File: config.mk
export PLATFORM = sky130hd
export DESIGN_NAME = sar_ctrl
export DESIGN_NICKNAME = d
export VERILOG_FILES = /design/src/rtl/sar_pkg.sv /design/src/rtl/sar_tick_gen.sv /design/src/rtl/sar_seq.sv /design/src/rtl/sar_approx.sv /design/src/rtl/sar_ctrl.sv
export SDC_FILE = /design/constraint.sdc
export NUM_CORES = 1
export LEC_CHECK = 0
export ABC_AREA = 1
export ABC_CLOCK_PERIOD_IN_PS = 4700
export BUFFER_PORTS_ARGS = -buffer_cell sky130_fd_sc_hd__buf_2
export CAP_MARGIN = 15
export CORE_MARGIN = 1
export CORE_UTILIZATION = 45
export CTS_CLUSTER_DIAMETER = 80
export DETAILED_ROUTE_END_ITERATION = 8
export GPL_ROUTABILITY_DRIVEN = 0
export GPL_TIMING_DRIVEN = 0
export PLACE_DENSITY = 0.74
export SLEW_MARGIN = 20
export SYNTH_ARGS = -nofsm -noshare
export SYNTH_HDL_FRONTEND = slang
export SYNTH_SLANG_ARGS = --single-unit
File: constraint.sdc
create_clock -name clk -period 4.7 [get_ports clk]
set_input_delay 0.94 -clock clk [delete_from_list [all_inputs] [get_ports clk]]
set_output_delay 0.94 -clock clk [all_outputs]
set_load 0.02 [all_outputs]
File: src/rtl/sar_pkg.sv
// Shared types for the SAR conversion sequencer.
// Assumes a single system clock; all ticks are enables in that domain.
package sar_pkg;

    typedef enum logic [1:0] {
        PH_IDLE = 2'd0,
        PH_WARM = 2'd1,
        PH_SMP  = 2'd2,
        PH_CONV = 2'd3
    } phase_t;

    // configuration captured with each start request
    typedef struct packed {
        logic [1:0] src;
        logic [1:0] div;
        logic [1:0] mode;
        logic       lng;
    } cfg_t;

    localparam logic [1:0] SRC_BUS   = 2'd0;
    localparam logic [1:0] SRC_HALF  = 2'd1;
    localparam logic [1:0] SRC_ALT   = 2'd2;
    localparam logic [1:0] SRC_ASYNC = 2'd3;

endpackage

File: src/rtl/sar_tick_gen.sv
// Conversion tick generator: picks a tick source and divides it by
// 1, 2, 4 or 8. The output is a single-cycle enable.
// Assumes alt and async ticks arrive already synchronised to clk.
// Both the halving toggle and the divider restart on `restart`.
module sar_tick_gen
    import sar_pkg::*;
#(
    parameter int DIV_W = 3
) (
    input  logic       clk,
    input  logic       rst_n,
    input  logic       restart,
    input  logic [1:0] src,
    input  logic [1:0] div,
    input  logic       alt_tick,
    input  logic       async_tick,
    output logic       ck_en
);

    logic             half_q;
    logic             src_tick;
    logic [DIV_W-1:0] div_cnt;
    logic [DIV_W-1:0] div_lim;

    // bus/2 toggle, realigned at each start
    always_ff @(posedge clk) begin
        if (!rst_n || restart) half_q <= 1'b0;
        else                   half_q <= ~half_q;
    end

    // source multiplexer
    always_comb begin
        unique case (src)
            SRC_BUS:   src_tick = 1'b1;
            SRC_HALF:  src_tick = half_q;
            SRC_ALT:   src_tick = alt_tick;
            default:   src_tick = async_tick;
        endcase
    end

    // divide limit: 2**div - 1
    always_comb begin
        div_lim = DIV_W'((4'd1 << div) - 4'd1);
    end

    // divider counter, advancing on source ticks
    always_ff @(posedge clk) begin
        if (!rst_n || restart)  div_cnt <= '0;
        else if (src_tick)      div_cnt <= (div_cnt == div_lim) ? '0 : div_cnt + 1'b1;
    end

    // one tick per full divider period
    assign ck_en = src_tick && (div_cnt == div_lim);

endmodule

File: src/rtl/sar_seq.sv
// Phase sequencer: warm-up, sample window, then one approximation step
// per tick. Captures configuration on start and restarts on any start.
// Assumes RES_W is 12 so that the 8/10/12-bit modes are meaningful.
module sar_seq
    import sar_pkg::*;
#(
    parameter int RES_W      = 12,
    parameter int SHORT_SMP  = 4,
    parameter int LONG_SMP   = 24,
    parameter int ASYNC_WAIT = 10,
    parameter int CNT_W      = 5,
    parameter int STEP_W     = 4
) (
    input  logic              clk,
    input  logic              rst_n,
    input  logic              start,
    input  logic              cont,
    input  logic              ck_en,
    input  cfg_t              cfg_in,
    output cfg_t              cfg_q,
    output phase_t            phase,
    output logic [STEP_W-1:0] step,
    output logic [STEP_W-1:0] nbits,
    output logic              first_trial,
    output logic              bit_tick,
    output logic              bit_last
);

    logic [CNT_W-1:0] cnt;
    logic [CNT_W-1:0] smp_lim;
    logic             tick;

    assign tick = ck_en && !start;

    // resolution and window length from the captured configuration
    always_comb begin
        unique case (cfg_q.mode)
            2'b00:   nbits = STEP_W'(RES_W - 4);
            2'b01:   nbits = STEP_W'(RES_W - 2);
            default: nbits = STEP_W'(RES_W);
        endcase
        smp_lim = cfg_q.lng ? CNT_W'(LONG_SMP - 1) : CNT_W'(SHORT_SMP - 1);
    end

    assign bit_last    = (step == nbits - 1'b1);
    assign first_trial = tick && (phase == PH_SMP) && (cnt == smp_lim);
    assign bit_tick    = tick && (phase == PH_CONV);

    // phase, counters and configuration capture
    always_ff @(posedge clk) begin
        if (!rst_n) begin
            phase <= PH_IDLE;
            cnt   <= '0;
            step  <= '0;
            cfg_q <= '0;
        end else if (start) begin
            cfg_q <= cfg_in;
            cnt   <= '0;
            step  <= '0;
            phase <= (cfg_in.src == SRC_ASYNC && ASYNC_WAIT > 0) ? PH_WARM : PH_SMP;
        end else if (ck_en) begin
            unique case (phase)
                PH_WARM: begin
                    if (cnt == CNT_W'(ASYNC_WAIT - 1)) begin
                        phase <= PH_SMP;
                        cnt   <= '0;
                    end else begin
                        cnt <= cnt + 1'b1;
                    end
                end
                PH_SMP: begin
                    if (cnt == smp_lim) begin
                        phase <= PH_CONV;
                        cnt   <= '0;
                        step  <= '0;
                    end else begin
                        cnt <= cnt + 1'b1;
                    end
                end
                PH_CONV: begin
                    if (bit_last) begin
                        phase <= cont ? PH_SMP : PH_IDLE;
                        step  <= '0;
                    end else begin
                        step <= step + 1'b1;
                    end
                end
                default: phase <= PH_IDLE;
            endcase
        end
    end

endmodule

File: src/rtl/sar_approx.sv
// Successive-approximation register, result register and completion flag.
// Each bit is trial-set, then kept or cleared from the comparator decision.
// Assumes step/nbits come from sar_seq and stay stable within a conversion.
module sar_approx #(
    parameter int RES_W  = 12,
    parameter int STEP_W = 4
) (
    input  logic              clk,
    input  logic              rst_n,
    input  logic              start,
    input  logic              rd_ack,
    input  logic              first_trial,
    input  logic              bit_tick,
    input  logic              bit_last,
    input  logic [STEP_W-1:0] step,
    input  logic [STEP_W-1:0] nbits,
    input  logic              cmp_hi,
    output logic [RES_W-1:0]  sar,
    output logic [RES_W-1:0]  result,
    output logic              done
);

    localparam logic [RES_W-1:0] MSB = {1'b1, {(RES_W-1){1'b0}}};

    logic [RES_W-1:0] bit_m;
    logic [RES_W-1:0] nxt;
    logic [RES_W-1:0] aligned;

    // decide the current bit and place the next trial bit
    always_comb begin
        bit_m = MSB >> step;
        nxt   = cmp_hi ? sar : (sar & ~bit_m);
        if (!bit_last) nxt = nxt | (bit_m >> 1);
        aligned = nxt >> (STEP_W'(RES_W) - nbits);
    end

    // trial register, result transfer and flag
    always_ff @(posedge clk) begin
        if (!rst_n) begin
            sar    <= '0;
            result <= '0;
            done   <= 1'b0;
        end else if (start) begin
            sar  <= '0;
            done <= 1'b0;
        end else begin
            if (first_trial) begin
                sar <= MSB;
            end else if (bit_tick) begin
                sar <= bit_last ? '0 : nxt;
                if (bit_last) result <= aligned;
            end
            if (bit_tick && bit_last) done <= 1'b1;
            else if (rd_ack)          done <= 1'b0;
        end
    end

endmodule

File: src/rtl/sar_ctrl.sv
// Top of the SAR conversion sequencer: tick generator, phase sequencer
// and approximation register. Analog parts are external; cmp_hi must
// settle within one tick of a dac_code change.
module sar_ctrl
    import sar_pkg::*;
#(
    parameter int RES_W      = 12,
    parameter int SHORT_SMP  = 4,
    parameter int LONG_SMP   = 24,
    parameter int ASYNC_WAIT = 10
) (
    input  logic             clk,
    input  logic             rst_n,
    input  logic             start,
    input  logic             cont,
    input  logic             long_smp,
    input  logic [1:0]       res_mode,
    input  logic [1:0]       clk_src,
    input  logic [1:0]       div_sel,
    input  logic             alt_tick,
    input  logic             async_tick,
    input  logic             cmp_hi,
    input  logic             rd_ack,
    output logic [RES_W-1:0] dac_code,
    output logic             sample_en,
    output logic             busy,
    output logic [RES_W-1:0] result,
    output logic             done_flag
);

    localparam int CNT_MAX = (LONG_SMP > ASYNC_WAIT) ? LONG_SMP : ASYNC_WAIT;
    localparam int CNT_W   = $clog2(CNT_MAX + 1);
    localparam int STEP_W  = $clog2(RES_W + 1);

    cfg_t              cfg_in;
    cfg_t              cfg_q;
    phase_t            phase;
    logic [STEP_W-1:0] step;
    logic [STEP_W-1:0] nbits;
    logic              ck_en;
    logic              first_trial;
    logic              bit_tick;
    logic              bit_last;

    assign cfg_in = '{src: clk_src, div: div_sel, mode: res_mode, lng: long_smp};

    sar_tick_gen #(.DIV_W(3)) u_tick (
        .clk        (clk),
        .rst_n      (rst_n),
        .restart    (start),
        .src        (cfg_q.src),
        .div        (cfg_q.div),
        .alt_tick   (alt_tick),
        .async_tick (async_tick),
        .ck_en      (ck_en)
    );

    sar_seq #(
        .RES_W      (RES_W),
        .SHORT_SMP  (SHORT_SMP),
        .LONG_SMP   (LONG_SMP),
        .ASYNC_WAIT (ASYNC_WAIT),
        .CNT_W      (CNT_W),
        .STEP_W     (STEP_W)
    ) u_seq (
        .clk         (clk),
        .rst_n       (rst_n),
        .start       (start),
        .cont        (cont),
        .ck_en       (ck_en),
        .cfg_in      (cfg_in),
        .cfg_q       (cfg_q),
        .phase       (phase),
        .step        (step),
        .nbits       (nbits),
        .first_trial (first_trial),
        .bit_tick    (bit_tick),
        .bit_last    (bit_last)
    );

    sar_approx #(.RES_W(RES_W), .STEP_W(STEP_W)) u_sar (
        .clk         (clk),
        .rst_n       (rst_n),
        .start       (start),
        .rd_ack      (rd_ack),
        .first_trial (first_trial),
        .bit_tick    (bit_tick),
        .bit_last    (bit_last),
        .step        (step),
        .nbits       (nbits),
        .cmp_hi      (cmp_hi),
        .sar         (dac_code),
        .result      (result),
        .done        (done_flag)
    );

    assign sample_en = (phase == PH_SMP);
    assign busy      = (phase != PH_IDLE);

endmodule

==> impl_metrics.yaml <==
layout:
  mostFrequentLayoutCell: "nand2_1"
  num_antenna_cells: 0
  fin_nets: 530
  syn_to_final_growth_pct: 14.9
  final_core_util_pct: 53.5
  multi_input_area_um2: 1670
  final_cell_mix: "125 x nand2_1, 58 x nor2_1, 55 x inv_1"
  drive_above_1_share_pct: 16.7
  num-fill-cells: 657
  seq_area_um2: 941
die:
  dieArea_um2: 6870
  io_pins: 42
  core.rowCount: 29
  core_area_um2: 6310
  die_x_um: 82.9
  die_y_um: 82.9
  start_util_pct: 46.6
synthesis:
  syn_area_um2: 2940
  synth_edf_count: 0
  seq_area_frac_synth_pct: 32.0
  netlist_instances: 454
  ys.flop_type: "dfxtp_1"
  synthArstFlopShare_pct: 0
  synth_seq_cells: 47
  synth_cell_types: 36
  yosys_warnings: 0
  syn_area_per_cell_um2: 6.48
  synth_nets: 482
cts:
  cts-root-buf: "clkbuf_8"
  clockBufferDepth: 2
  cts_tree: "done"
  post_cts_resize_count: 0
  cts_sinks: 47
  postCtsSetupBuffers: 0
  clock_latency_ns: 0.31
  path_clk_slew_ns: 0.09
  cts_made_buffers: 5
  cts_hold_buffers: 0
  h-tree-depth: 2
drt:
  drt_iter0_drc: 217
  wirelength_um: 6900
  via_count: 2895
  via_per_inst: 4.99
  wl_per_cell_um: 11.9
  drc_errors: 0
  drtAntennaViolNets: 0
  firstDrtPassIters: 4
power:
  p_leak_nw: 1.66
  ir_worst_vdd_v: 0.000180
  power.density_nw_per_um2: 270
sta:
  slew_viol_final: 0
  fmax_mhz: 458
  hold_violations: 0
  relSlewSlack_pct: 63.2
  rsz0062_at_grt: "no"
  worst_slew_pin_slew_ns: 0.547
  fin_worst_skew_ns: 0.00761
  fin_crit_sh_pct: 46.5
  setup_violations: 0
  period_needed_ns: 2.19
  setup_ws_ns: 2.51
  tns_ns: 0
job:
  maxCapViolations: 0
placed_design:
  hpwl_um: 5250
  place_ws_ns: 2.30
  io_buffers: 41
worst_hold_path:
  hold_class: "reg -> reg"
critical_path:
  critical_path_required_ns: 3.76
  worst-setup-path-type: "reg -> out"
  crit_arrival_ns: 1.25
  startpoint_type: "flop"
  cp_max_fo: 4
  cp-end-kind: "output port"
grt:
  grt_pass1_wl_um: 12100
  antenna_found_initial: 0
  grt_pass1_vias: 2717
  grt_overflow: 0
  grt_start_max_net_pins: 16
  grt_usage_pct: 21.0
run_status:
  status: "completed"
metrics by stage:
stage,cells,cell area (µm²),hold slack (ns),power [mW]
detailed placement,572,3240,0.396,0.560
floorplan,454,2940,0.383,0.525
global placement,572,3240,0.393,0.557
finish,580,3380,0.408,0.912
global route,580,3380,0.442,0.951
CTS,580,3380,0.410,0.917
cell type report:
cell class | count | area share, %
clock buffers | 5 | 2.04
well taps | 77 | 2.85
multi-input cells | 336 | 49.4
clock inverters | 3 | 2.00
inverters | 60 | 7.25
repair buffers | 41 | 6.07
plain buffers | 11 | 2.59
flip-flops and latches | 47 | 27.8
flip-flops by register name, summed over array words and instances (netlist names):
signal          count
u_sar.done          1
u_sar.result       12
u_seq.cfg_q         7
u_seq.cnt           5
u_tick.half_q       1
u_seq.phase         2
u_tick.div_cnt      3
u_seq.step          4
u_sar.sar          12
synth_stat cells, types with 3 or more instances:
cell type,count,area (µm²)
nand2_1,125,469
a21oi_1,29,145
nand2_4,3,33.8
nor3_1,4,20.0
dfxtp_1,47,941
nand3_2,3,30.0
a21boi_0,3,22.5
nand2_2,6,37.5
nand3_1,43,215
xor2_1,3,26.3
nor2_1,58,218
o21ai_1,4,20.0
o21ai_0,21,105
buf_6,5,56.3
nor2_2,6,37.5
inv_1,55,206
buf_2,4,20.0
ha_1,13,163
cell families (layout without fill, tap and decap cells):
group           after synthesis  after routing  share of synthesized area, %
buf+inv                      71            120                          11.3
fa+ha+maj                    13             13                          5.53
compound gates               64             64                          12.0
xor+xnor                      4              4                          1.19
simple gates                255            255                          38.0
flops                        47             47                          32.0
power by group:
group	internal [mW]	switching (mW)
Clock	0.212	0.147
Combinational	0.0449	0.0901
Sequential	0.408	0.00974
metal layers:
layer	up-vias	routed length, µm	global-route usage [%]
li1	1533	-	-
met1	1297	3290	26.9
met2	57	3250	36.2
met3	8	287	3.98
met4	0	78	5.02
met5	-	0	0
worst max-delay path: stages, from the launching register on:
cell	delay [ns]
dfxtp_1	0.40
inv_1	0.10
ha_1	0.26
buf_2	0.18
path summary, 6_finish.rpt:
path              depth (start not counted)           start  slack, ns            end
setup / recovery                          3  u_seq.phase[0]       2.51      sample_en
hold / removal                            1   u_tick.half_q       0.41  u_tick.half_q
setup reg to reg                          7  u_seq.phase[1]       2.77   u_sar.sar[7]
hold reg to reg                           1   u_tick.half_q       0.41  u_tick.half_q
Note: power is estimated with default switching activity, not from simulation.
